**config.mk**
```make
export PLATFORM = sky130hd
export DESIGN_NAME = ireg_bridge
export DESIGN_NICKNAME = d
export VERILOG_FILES = /design/src/rtl/ireg_bridge_pkg.sv /design/src/rtl/ireg_seq.sv /design/src/rtl/ireg_irq_agg.sv /design/src/rtl/ireg_bridge.sv
export SDC_FILE = /design/constraint.sdc
export NUM_CORES = 1
export LEC_CHECK = 0
export BUFFER_PORTS_ARGS = -buffer_cell sky130_fd_sc_hd__buf_4
export CAP_MARGIN = 5
export CORE_MARGIN = 2
export CORE_UTILIZATION = 39
export DETAILED_ROUTE_END_ITERATION = 10
export MAX_ROUTING_LAYER = met4
export PLACE_DENSITY = 0.57
export SETUP_SLACK_MARGIN = 0.3
export SLEW_MARGIN = 20
export SYNTH_ARGS = -nofsm -noshare
export SYNTH_HDL_FRONTEND = slang
export SYNTH_SLANG_ARGS = --single-unit
export TNS_END_PERCENT = 30
```
**constraint.sdc**
```tcl
create_clock -name clk -period 4.1 [get_ports clk]
set_input_delay 0.41 -clock clk [delete_from_list [all_inputs] [get_ports clk]]
set_output_delay 0.41 -clock clk [all_outputs]
set_load 0.03 [all_outputs]
```
**src/rtl/ireg_bridge_pkg.sv**
```systemverilog
package ireg_bridge_pkg;
   // word slots decoded from host address bits 4:2
   localparam logic [2:0] SLOT_ID    = 3'd0;
   localparam logic [2:0] SLOT_CMD   = 3'd1;
   localparam logic [2:0] SLOT_LDATA = 3'd2;
   localparam logic [2:0] SLOT_UDATA = 3'd3;
   localparam logic [2:0] SLOT_IEN   = 3'd4;
   localparam logic [2:0] SLOT_IFLG  = 3'd5;

   // command word bit positions
   localparam int CMD_BUSY_BIT = 31;
   localparam int CMD_SIZE_BIT = 25;
   localparam int CMD_DIR_BIT  = 24;
   localparam int CMD_BEU_LSB  = 20;
   localparam int CMD_BEL_LSB  = 16;

   // interrupt source indices
   localparam int NUM_SRC  = 2;
   localparam int SRC_XFER = 0;
   localparam int SRC_SUB  = 1;

   typedef struct packed {
      logic       size;
      logic       dir;
      logic [3:0] be_hi;
      logic [3:0] be_lo;
   } cmd_t;
endpackage

```
**src/rtl/ireg_seq.sv**
```systemverilog
module ireg_seq #(
   parameter int LATENCY = 4
) (
   input  logic clk,
   input  logic rst_n,
   input  logic start_i,
   output logic busy_o,
   output logic done_o
);
   logic busy_q;

   generate
      if (LATENCY < 1) begin : g_bad_latency
         $error("ireg_seq: LATENCY must be at least 1");
      end

      if (LATENCY == 1) begin : g_single
         always_ff @(posedge clk or negedge rst_n) begin
            if (!rst_n) busy_q <= 1'b0;
            else        busy_q <= start_i;
         end
         assign done_o = busy_q;
      end else begin : g_count
         localparam int CW = $clog2(LATENCY);
         logic [CW-1:0] left_q;

         always_ff @(posedge clk or negedge rst_n) begin
            if (!rst_n) begin
               busy_q <= 1'b0;
               left_q <= '0;
            end else if (start_i) begin
               busy_q <= 1'b1;
               left_q <= CW'(LATENCY - 1);
            end else if (busy_q) begin
               if (left_q == '0) busy_q <= 1'b0;
               else              left_q <= left_q - 1'b1;
            end
         end
         assign done_o = busy_q && (left_q == '0);
      end
   endgenerate

   assign busy_o = busy_q;
endmodule

```
**src/rtl/ireg_irq_agg.sv**
```systemverilog
module ireg_irq_agg #(
   parameter int NSRC = 2
) (
   input  logic            clk,
   input  logic            rst_n,
   input  logic [NSRC-1:0] set_i,
   input  logic [NSRC-1:0] clr_i,
   input  logic [NSRC-1:0] en_i,
   output logic [NSRC-1:0] flag_o,
   output logic            irq_o
);
   generate
      if (NSRC < 1) begin : g_bad_nsrc
         $error("ireg_irq_agg: NSRC must be at least 1");
      end
      for (genvar i = 0; i < NSRC; i++) begin : g_src
         always_ff @(posedge clk or negedge rst_n) begin
            if (!rst_n)        flag_o[i] <= 1'b0;
            else if (set_i[i]) flag_o[i] <= 1'b1;
            else if (clr_i[i]) flag_o[i] <= 1'b0;
         end
      end
   endgenerate

   assign irq_o = |(flag_o & en_i);
endmodule

```
**src/rtl/ireg_bridge.sv**
```systemverilog
module ireg_bridge
   import ireg_bridge_pkg::*;
#(
   parameter int          HOST_AW  = 5,
   parameter int          SUB_AW   = 8,
   parameter int          SUB_DW   = 8,
   parameter int          LATENCY  = 4,
   parameter logic [31:0] ID_VALUE = 32'h4952_0100
) (
   input  logic              clk,
   input  logic              rst_n,
   input  logic              host_we,
   input  logic [HOST_AW-1:0] host_addr,
   input  logic [31:0]       host_wdata,
   output logic [31:0]       host_rdata,
   output logic [SUB_AW-1:0] sub_addr,
   output logic [SUB_DW-1:0] sub_wdata,
   output logic              sub_we,
   output logic              sub_re,
   input  logic [SUB_DW-1:0] sub_rdata,
   input  logic              sub_irq,
   output logic              irq_o
);
   localparam int PAD_W = 32 - SUB_DW;

   generate
      if (HOST_AW < 5) begin : g_bad_haw
         $error("ireg_bridge: HOST_AW must cover six word slots");
      end
      if (SUB_AW < 1 || SUB_AW > 16) begin : g_bad_saw
         $error("ireg_bridge: SUB_AW must lie in 1..16");
      end
      if (SUB_DW < 1 || SUB_DW > 8) begin : g_bad_sdw
         $error("ireg_bridge: SUB_DW must lie in 1..8");
      end
   endgenerate

   // decode
   logic       hit;
   logic [2:0] slot;
   assign hit  = ((host_addr >> 5) == '0) && (host_addr[1:0] == 2'b00);
   assign slot = host_addr[4:2];

   logic busy, done;
   logic wr_cmd, wr_ldata, wr_udata, wr_ien, wr_iflg;
   assign wr_cmd   = host_we && hit && slot == SLOT_CMD   && !busy;
   assign wr_ldata = host_we && hit && slot == SLOT_LDATA && !busy;
   assign wr_udata = host_we && hit && slot == SLOT_UDATA && !busy;
   assign wr_ien   = host_we && hit && slot == SLOT_IEN;
   assign wr_iflg  = host_we && hit && slot == SLOT_IFLG;

   // stored command
   cmd_t              cmd_q;
   logic [SUB_AW-1:0] addr_q;
   logic              armed_q;
   logic [31:0]       ldata_q, udata_q;
   logic [NUM_SRC-1:0] ien_q, flag_q;

   logic start_rd, start_wr;
   assign start_rd = wr_cmd && host_wdata[CMD_DIR_BIT];
   assign start_wr = wr_ldata && armed_q;

   always_ff @(posedge clk or negedge rst_n) begin
      if (!rst_n) begin
         cmd_q   <= '0;
         addr_q  <= '0;
         armed_q <= 1'b0;
      end else if (wr_cmd) begin
         cmd_q.size  <= host_wdata[CMD_SIZE_BIT];
         cmd_q.dir   <= host_wdata[CMD_DIR_BIT];
         cmd_q.be_hi <= host_wdata[CMD_BEU_LSB +: 4];
         cmd_q.be_lo <= host_wdata[CMD_BEL_LSB +: 4];
         addr_q      <= host_wdata[SUB_AW-1:0];
         armed_q     <= !host_wdata[CMD_DIR_BIT];
      end else if (start_wr) begin
         armed_q <= 1'b0;
      end
   end

   always_ff @(posedge clk or negedge rst_n) begin
      if (!rst_n) begin
         ldata_q <= '0;
         udata_q <= '0;
         ien_q   <= '0;
      end else begin
         if (wr_ldata)               ldata_q <= host_wdata;
         else if (done && cmd_q.dir) ldata_q <= {{PAD_W{1'b0}}, sub_rdata};
         if (wr_udata) udata_q <= host_wdata;
         if (wr_ien)   ien_q   <= host_wdata[NUM_SRC-1:0];
      end
   end

   ireg_seq #(.LATENCY(LATENCY)) u_seq (
      .clk    (clk),
      .rst_n  (rst_n),
      .start_i(start_rd || start_wr),
      .busy_o (busy),
      .done_o (done)
   );

   logic [NUM_SRC-1:0] src_set, src_clr;
   always_comb begin
      src_set           = '0;
      src_set[SRC_SUB]  = sub_irq;
      src_set[SRC_XFER] = done;
      src_clr           = wr_iflg ? host_wdata[NUM_SRC-1:0] : '0;
   end

   ireg_irq_agg #(.NSRC(NUM_SRC)) u_irq (
      .clk   (clk),
      .rst_n (rst_n),
      .set_i (src_set),
      .clr_i (src_clr),
      .en_i  (ien_q),
      .flag_o(flag_q),
      .irq_o (irq_o)
   );

   // subsystem side
   assign sub_addr  = addr_q;
   assign sub_wdata = ldata_q[SUB_DW-1:0];
   assign sub_we    = done && !cmd_q.dir && cmd_q.be_lo[0];
   assign sub_re    = done && cmd_q.dir;

   // host read mux
   always_comb begin
      host_rdata = '0;
      if (hit) begin
         case (slot)
            SLOT_ID:    host_rdata = ID_VALUE;
            SLOT_CMD: begin
               host_rdata[CMD_BUSY_BIT]       = busy;
               host_rdata[CMD_SIZE_BIT]       = cmd_q.size;
               host_rdata[CMD_DIR_BIT]        = cmd_q.dir;
               host_rdata[CMD_BEU_LSB +: 4]   = cmd_q.be_hi;
               host_rdata[CMD_BEL_LSB +: 4]   = cmd_q.be_lo;
               host_rdata[SUB_AW-1:0]         = addr_q;
            end
            SLOT_LDATA: host_rdata = ldata_q;
            SLOT_UDATA: host_rdata = udata_q;
            SLOT_IEN:   host_rdata[NUM_SRC-1:0] = ien_q;
            SLOT_IFLG:  host_rdata[NUM_SRC-1:0] = flag_q;
            default:    host_rdata = '0;
         endcase
      end
   end
endmodule

```
# [Word level (Yosys, flattened, before mapping)]
# Cells that the tools add are included.
# Widths: inputs -> output; s select.
[classes] add_sub_neg=1 n_eq_ne=6 mux=22 bitwise_logic=1 reduce_logical=29
[ops] operator="$mux 32" n=3
[ops] operator="$pmux 10 s4" n=1
[ops] operator="$pmux 8 s3" n=1
[ops] operator="$pmux 6 s3" n=1
[ops] operator="$logic_and 1x1->1" n=15
[ops] operator="$pmux 5 s3" n=1
[ops] operator="$pmux 2 s5" n=1
[ops] operator="$reduce_bool 2->1" n=5
[ops] operator="$mux 1" n=9
[ops] operator="$mux 2" n=4
[ops] operator="$eq 3x2->1 const B" n=2
[ops] operator="$eq 3x3->1 const B" n=2
[ops] operator="$logic_not 2->1" n=2
[ops] operator="$eq 3x1->1 const B" n=1
[ops] operator="$logic_not 1->1" n=3
[ops] operator="$logic_not 3->1" n=1
[ops] operator="$pmux 1 s3" n=1
[ops] operator="$and 2x2->2" n=1
[ops] operator="$ne 2x1->1 const B" n=1
[ops] operator="$reduce_and 2->1" n=1
[ops] operator="$reduce_or 2->1" n=1
[ops] operator="$sub 2x1->2 const B" n=1
[ops] operator="$logic_or 1x1->1" n=1
[totals] regBits=90 in_bits=49 out_inout_bits=51

# [Logic depth before layout (Yosys ltp)]
[logic_depth] word_depth=8 depth_mapped=6

# [By module]
# Synthesis repeated with hierarchy kept, for this count alone.
[unflattened] hier_cells=409 hier_area_um2=4466.8
[modules_own_cells] module="ireg_bridge" instances=1 cells_each=387 area_each_um2=4225.3
[modules_own_cells] module="ireg_seq" instances=1 cells_each=15 area_each_um2=158.9
[modules_own_cells] module="ireg_irq_agg" instances=1 cells_each=7 area_each_um2=82.6

# [Worst setup path after synthesis]
# Ideal clock, no wire load.
[synth_path] kind="input-to-output" from="in host_addr[3]" to="out host_rdata[17]" t_arrival_ns=1.944 required_time_ns=3.690 setup_slack_ns=1.746 cell_stages=4 path_buffers=2 cell_sequence="clkbuf_1 > buf_1 > mux2i_1 > a211oi_1"
[synth_between] elab_chain_cells=3 word_cells_on_any_way=6 cone_classes="eq/ne (3); mux (2); reduce/logical (1)"
[synth_rtl] item="start, declared" line="ireg_bridge.sv:13" rtl="input logic [HOST_AW-1:0] host_addr,"
[synth_rtl] item="$eq 3x2->1, or another cell as far along" line="ireg_bridge.sv:129" rtl="case (slot)"
[synth_rtl] item="$pmux 10 s4 (*)" line="ireg_bridge.sv:129"
[synth_rtl] item="$mux 32 (*)" line="ireg_bridge.sv:128" rtl="if (hit) begin"
[synth_rtl] item="end, declared" line="ireg_bridge.sv:15" rtl="output logic [31:0] host_rdata,"
# Mark *: on every way between the ends. The rest lies on a longest branch, timed or not.

# [Final worst setup path]
[layout_path] from="reg u_seq.busy_q, in the netlist u_seq.busy_o" to="reg udata_q[17]"
[layout_between] elab_chain_cells=2
[layout_rtl] item="start, declared" line="ireg_seq.sv:10" rtl="logic busy_q;"
[layout_rtl] item="start signal, assigned" line="ireg_seq.sv:29" rtl="busy_q <= 1'b0;"
[layout_rtl] item="start signal, assigned" line="ireg_seq.sv:32" rtl="busy_q <= 1'b1;"
[layout_rtl] item="start signal, assigned" line="ireg_seq.sv:35" rtl="if (left_q == '0) busy_q <= 1'b0;"
[layout_rtl] item="$logic_not 1->1" line="ireg_bridge.sv:48" rtl="assign wr_udata = host_we && hit && slot == SLOT_UDATA && !busy;"
[layout_rtl] item="$logic_and 1x1->1" line="ireg_bridge.sv:48"
[layout_rtl] item="end signal, assigned" line="ireg_bridge.sv:88" rtl="if (wr_udata) udata_q <= host_wdata;"
[layout_rtl] item="end, declared" line="ireg_bridge.sv:56" rtl="logic [31:0] ldata_q, udata_q;"
# Every way passes these cells.
# A chain may end at the register's enable or synchronous reset.

==> flow_summary_export.csv <==
group,metric,value,unit
pwr,pwr-share-seq,44.5,%
floorplanning,die_h,110,um
cts,clock-sinks,90,
yosys,synth_top_area_share,51.1,%
drt,met1_length,5440,um
global_routing,grt_max_degree,67,
drt,routed_wl,11400,um
outcome,status,"completed",
global_routing,grtUsageTotal,20.6,%
yosys,synthArstFlopShare,100,%
setup_path,critical_path_arrival,2.80,ns
yosys,synth_ff_type,"dfrtp_1",
setup_path,critPathSlowestCell,"and2_2",
global_routing,grt-ovfl-total,0,
timing,fin_skew,0.00602,ns
drt,wl_met2,5290,um
yosys,ys_ff_latch,90,
cts,clock_latency,0.33,ns
place,port_buffers,99,
setup_path,r2r_setup_slack,1.51,ns
drt,wl_per_cell,18.2,um
yosys,ys_top_cells_by_count,"dfrtp_1 (90), nand3_1 (35), mux2_1 (34)",
yosys,synth_cells,402,
pwr,ir_drop,0.312,mV
timing,slew_violations,0,
cts,htree_levels,3,
job,maxCapViolations,0,
timing,rsz0062_at_grt,"false",
worst_hold_path,hold_class,"primary input to async pin",
setup_path,cp.required,4.31,ns
yosys,synth_top_area_cell,"dfrtp_1",
timing,worst_slack,1.51,ns
place,place_area,5210,um^2
drt,wl_met3,656,um
floorplanning,ioPinCount,100,
yosys,syn-cell-area,4410,um^2
finish,num_antenna_cells,0,
finish,syn2layout_area_growth,25.6,%
setup_path,criticalPathCategory,"register to register",
drt,vias,3333,
timing,slew_headroom,36.0,%
setup_path,critPathLaunch,"u_seq.busy_o",
yosys,synth_edf_count,0,
place,place_ws,1.45,ns
finish,final_core_util,50.7,%
drt,drt_iter0_markers,164,
yosys,synth-seq-area-share,51.1,%
finish,fillers,1024,
finish,fin_area,5540,um^2
pwr,p_sw_share,28.1,%
finish,nets,533,
cts,post_cts_resized,0,
global_routing,grt_first_pass_wirelength,18200,um
place,gp_congestion,0.812,
timing,fmax,0.386,GHz
timing,layout_min_cycle_time,2.59,ns
pwr,p_clk_share,34.0,%
timing,final_hold_viol_count,0,
place,placed_cells,612,
yosys,yosys-top-cells-area,"dfrtp_1 (51%), mux2_1 (8.7%), mux2_2 (8.4%), mux2i_1 (5.0%), nand3_1 (4.0%)",
pwr,power.leakage,2.68,nW
timing,setup_violations,0,
floorplanning,die_x,110,um
cts,cts.path.max_buffers,2,
setup_path,path_cells,"nor4b_4, buf_4, and2_2, mux2_2",
setup_path,crit_fanout,37,
floorplanning,row_count,38,
cts,postCtsHoldBufs,0,
yosys,yosys_warnings,0,
drt,drc,0,
cts,numCtsBuffers,9,
cts,cts_tree,"built",
timing,tightestPinTransition,0.958,ns
pwr,p_per_area,491,nW/um^2
yosys,synth_cell_types,34,
place,dp_hpwl,7150,um
setup_path,end_kind,"register",
floorplanning,dieArea,12200,um^2
drt,drt_first_pass_iters,4,
global_routing,first_global_vias,3454,
setup_path,start_kind,"register",
setup_path,rr_startpoint,"u_seq.busy_o",
yosys,synth_most_common_cell,"dfrtp_1",
finish,drive_gt1_share,32.2,%
cts,cts.clk_slew.worst_paths,0.06,ns
drt,viasPerCell,5.32,
setup_path,critPathMaxStageDelay,0.83,ns
cts,clockRootBuffer,"clkbuf_16",
pwr,internal-power,0.00196,W
yosys,syn_avg_cell_area,11.0,um^2
floorplanning,core_region_area,10900,um^2
floorplanning,start_util,40.3,%
pwr,switchingPower,0.000764,W
cts,cts_setup_buffers,0,
yosys,syn_nets,452,
drt,ant_nets,0,
timing,fin_crit_sh,63.2,%
finish,layoutNonFillerInstCount,627,
timing,tns,0,ns
global_routing,antenna_found_initial,0,
drt,top_layer_used,"met4",
pwr,combinationalPowerShare,21.5,%
-- path summary, 6_finish.rpt --
kind	to	cells after the start
setup / recovery	udata_q[17]	4
hold / removal	u_irq.flag_o[1]	1
setup reg to reg	udata_q[17]	4
hold reg to reg	udata_q[0]	1
max in group asynchronous	cmd_q[5]	2
min in group clk	u_irq.flag_o[1]	2
-- layout by cell type, fill, tap and decap left out, types with 2 or more instances in the layout --
cell type and n:
a211oi_1 7, a21oi_1 2, a22o_1 2, a22oi_1 17
and3b_1 3, buf_4 105, bufinv_16 3, clkbuf_16 9
dfrtp_1 90, inv_1 4, mux2_1 34, mux2_2 33
mux2i_1 22, nand2_1 32, nand2b_1 2, nand3_1 34
nand4_1 2, nor2_1 31, nor2b_1 2, nor3b_1 2
o211ai_1 2, o21ai_0 33
-- registers in the layout (all words and copies together) (netlist names) --
register,flops
u_seq.busy_o,1
ien_q,2
u_irq.flag_o,2
ldata_q,32
sub_addr,8
udata_q,32
armed_q,1
cmd_q,10
u_seq.g_count.left_q,2
-- stage by stage --
stage / total power, W / hold slack (ns)
final: 0.00272 / 0.178
after global placement: 0.00180 / 0.462
after global routing: 0.00288 / 0.245
after CTS: 0.00275 / 0.221
after floorplan: 0.00162 / 0.114
after detailed placement: 0.00182 / 0.467
-- cell type report --
cell class	count	area (um^2)	area share, %
clock buffer	10	229	4.13
clock inverter	5	104	1.87
inverter	4	15.0	0.271
multi-input combinational	273	1980	35.7
timing repair buffer	105	788	14.2
tap	140	175	3.16
sequential	90	2250	40.7
-- cell families after synthesis --
family	count (synthesis)	synth area share, %
compound gates	65	9.16
xor+xnor	1	0.199
fa+ha+maj	1	0.284
buf+inv	39	4.40
flops	90	51.1
mux	89	22.1
simple gates	117	12.8
-- routing by layer --
metal / vias up / track usage, %
met2: 94 / 31.8
met3: 5 / 4.82
met5: - / -
met4: 0 / 4.02
li1: 1579 / -
met1: 1655 / 28.1
-- power groups by stage --
stage          sequential, W  clock, W  combinational [W]
6_report             0.00121  0.000926           0.000584
5_1_grt              0.00124  0.000989           0.000649
4_1_cts              0.00121  0.000947           0.000592
3_5_place_dp         0.00123         0           0.000590
3_3_place_gp         0.00122         0           0.000574
2_1_floorplan        0.00122         0           0.000396
-- worst max-delay path: cells and delay by family, from the launching register on --
family | cells | cell delay, ns
simple gates | 2 | 1.12
buf+inv | 1 | 0.44
mux | 1 | 0.42
flops | 1 | 0.46
Note: power is estimated with default switching activity, not from simulation.
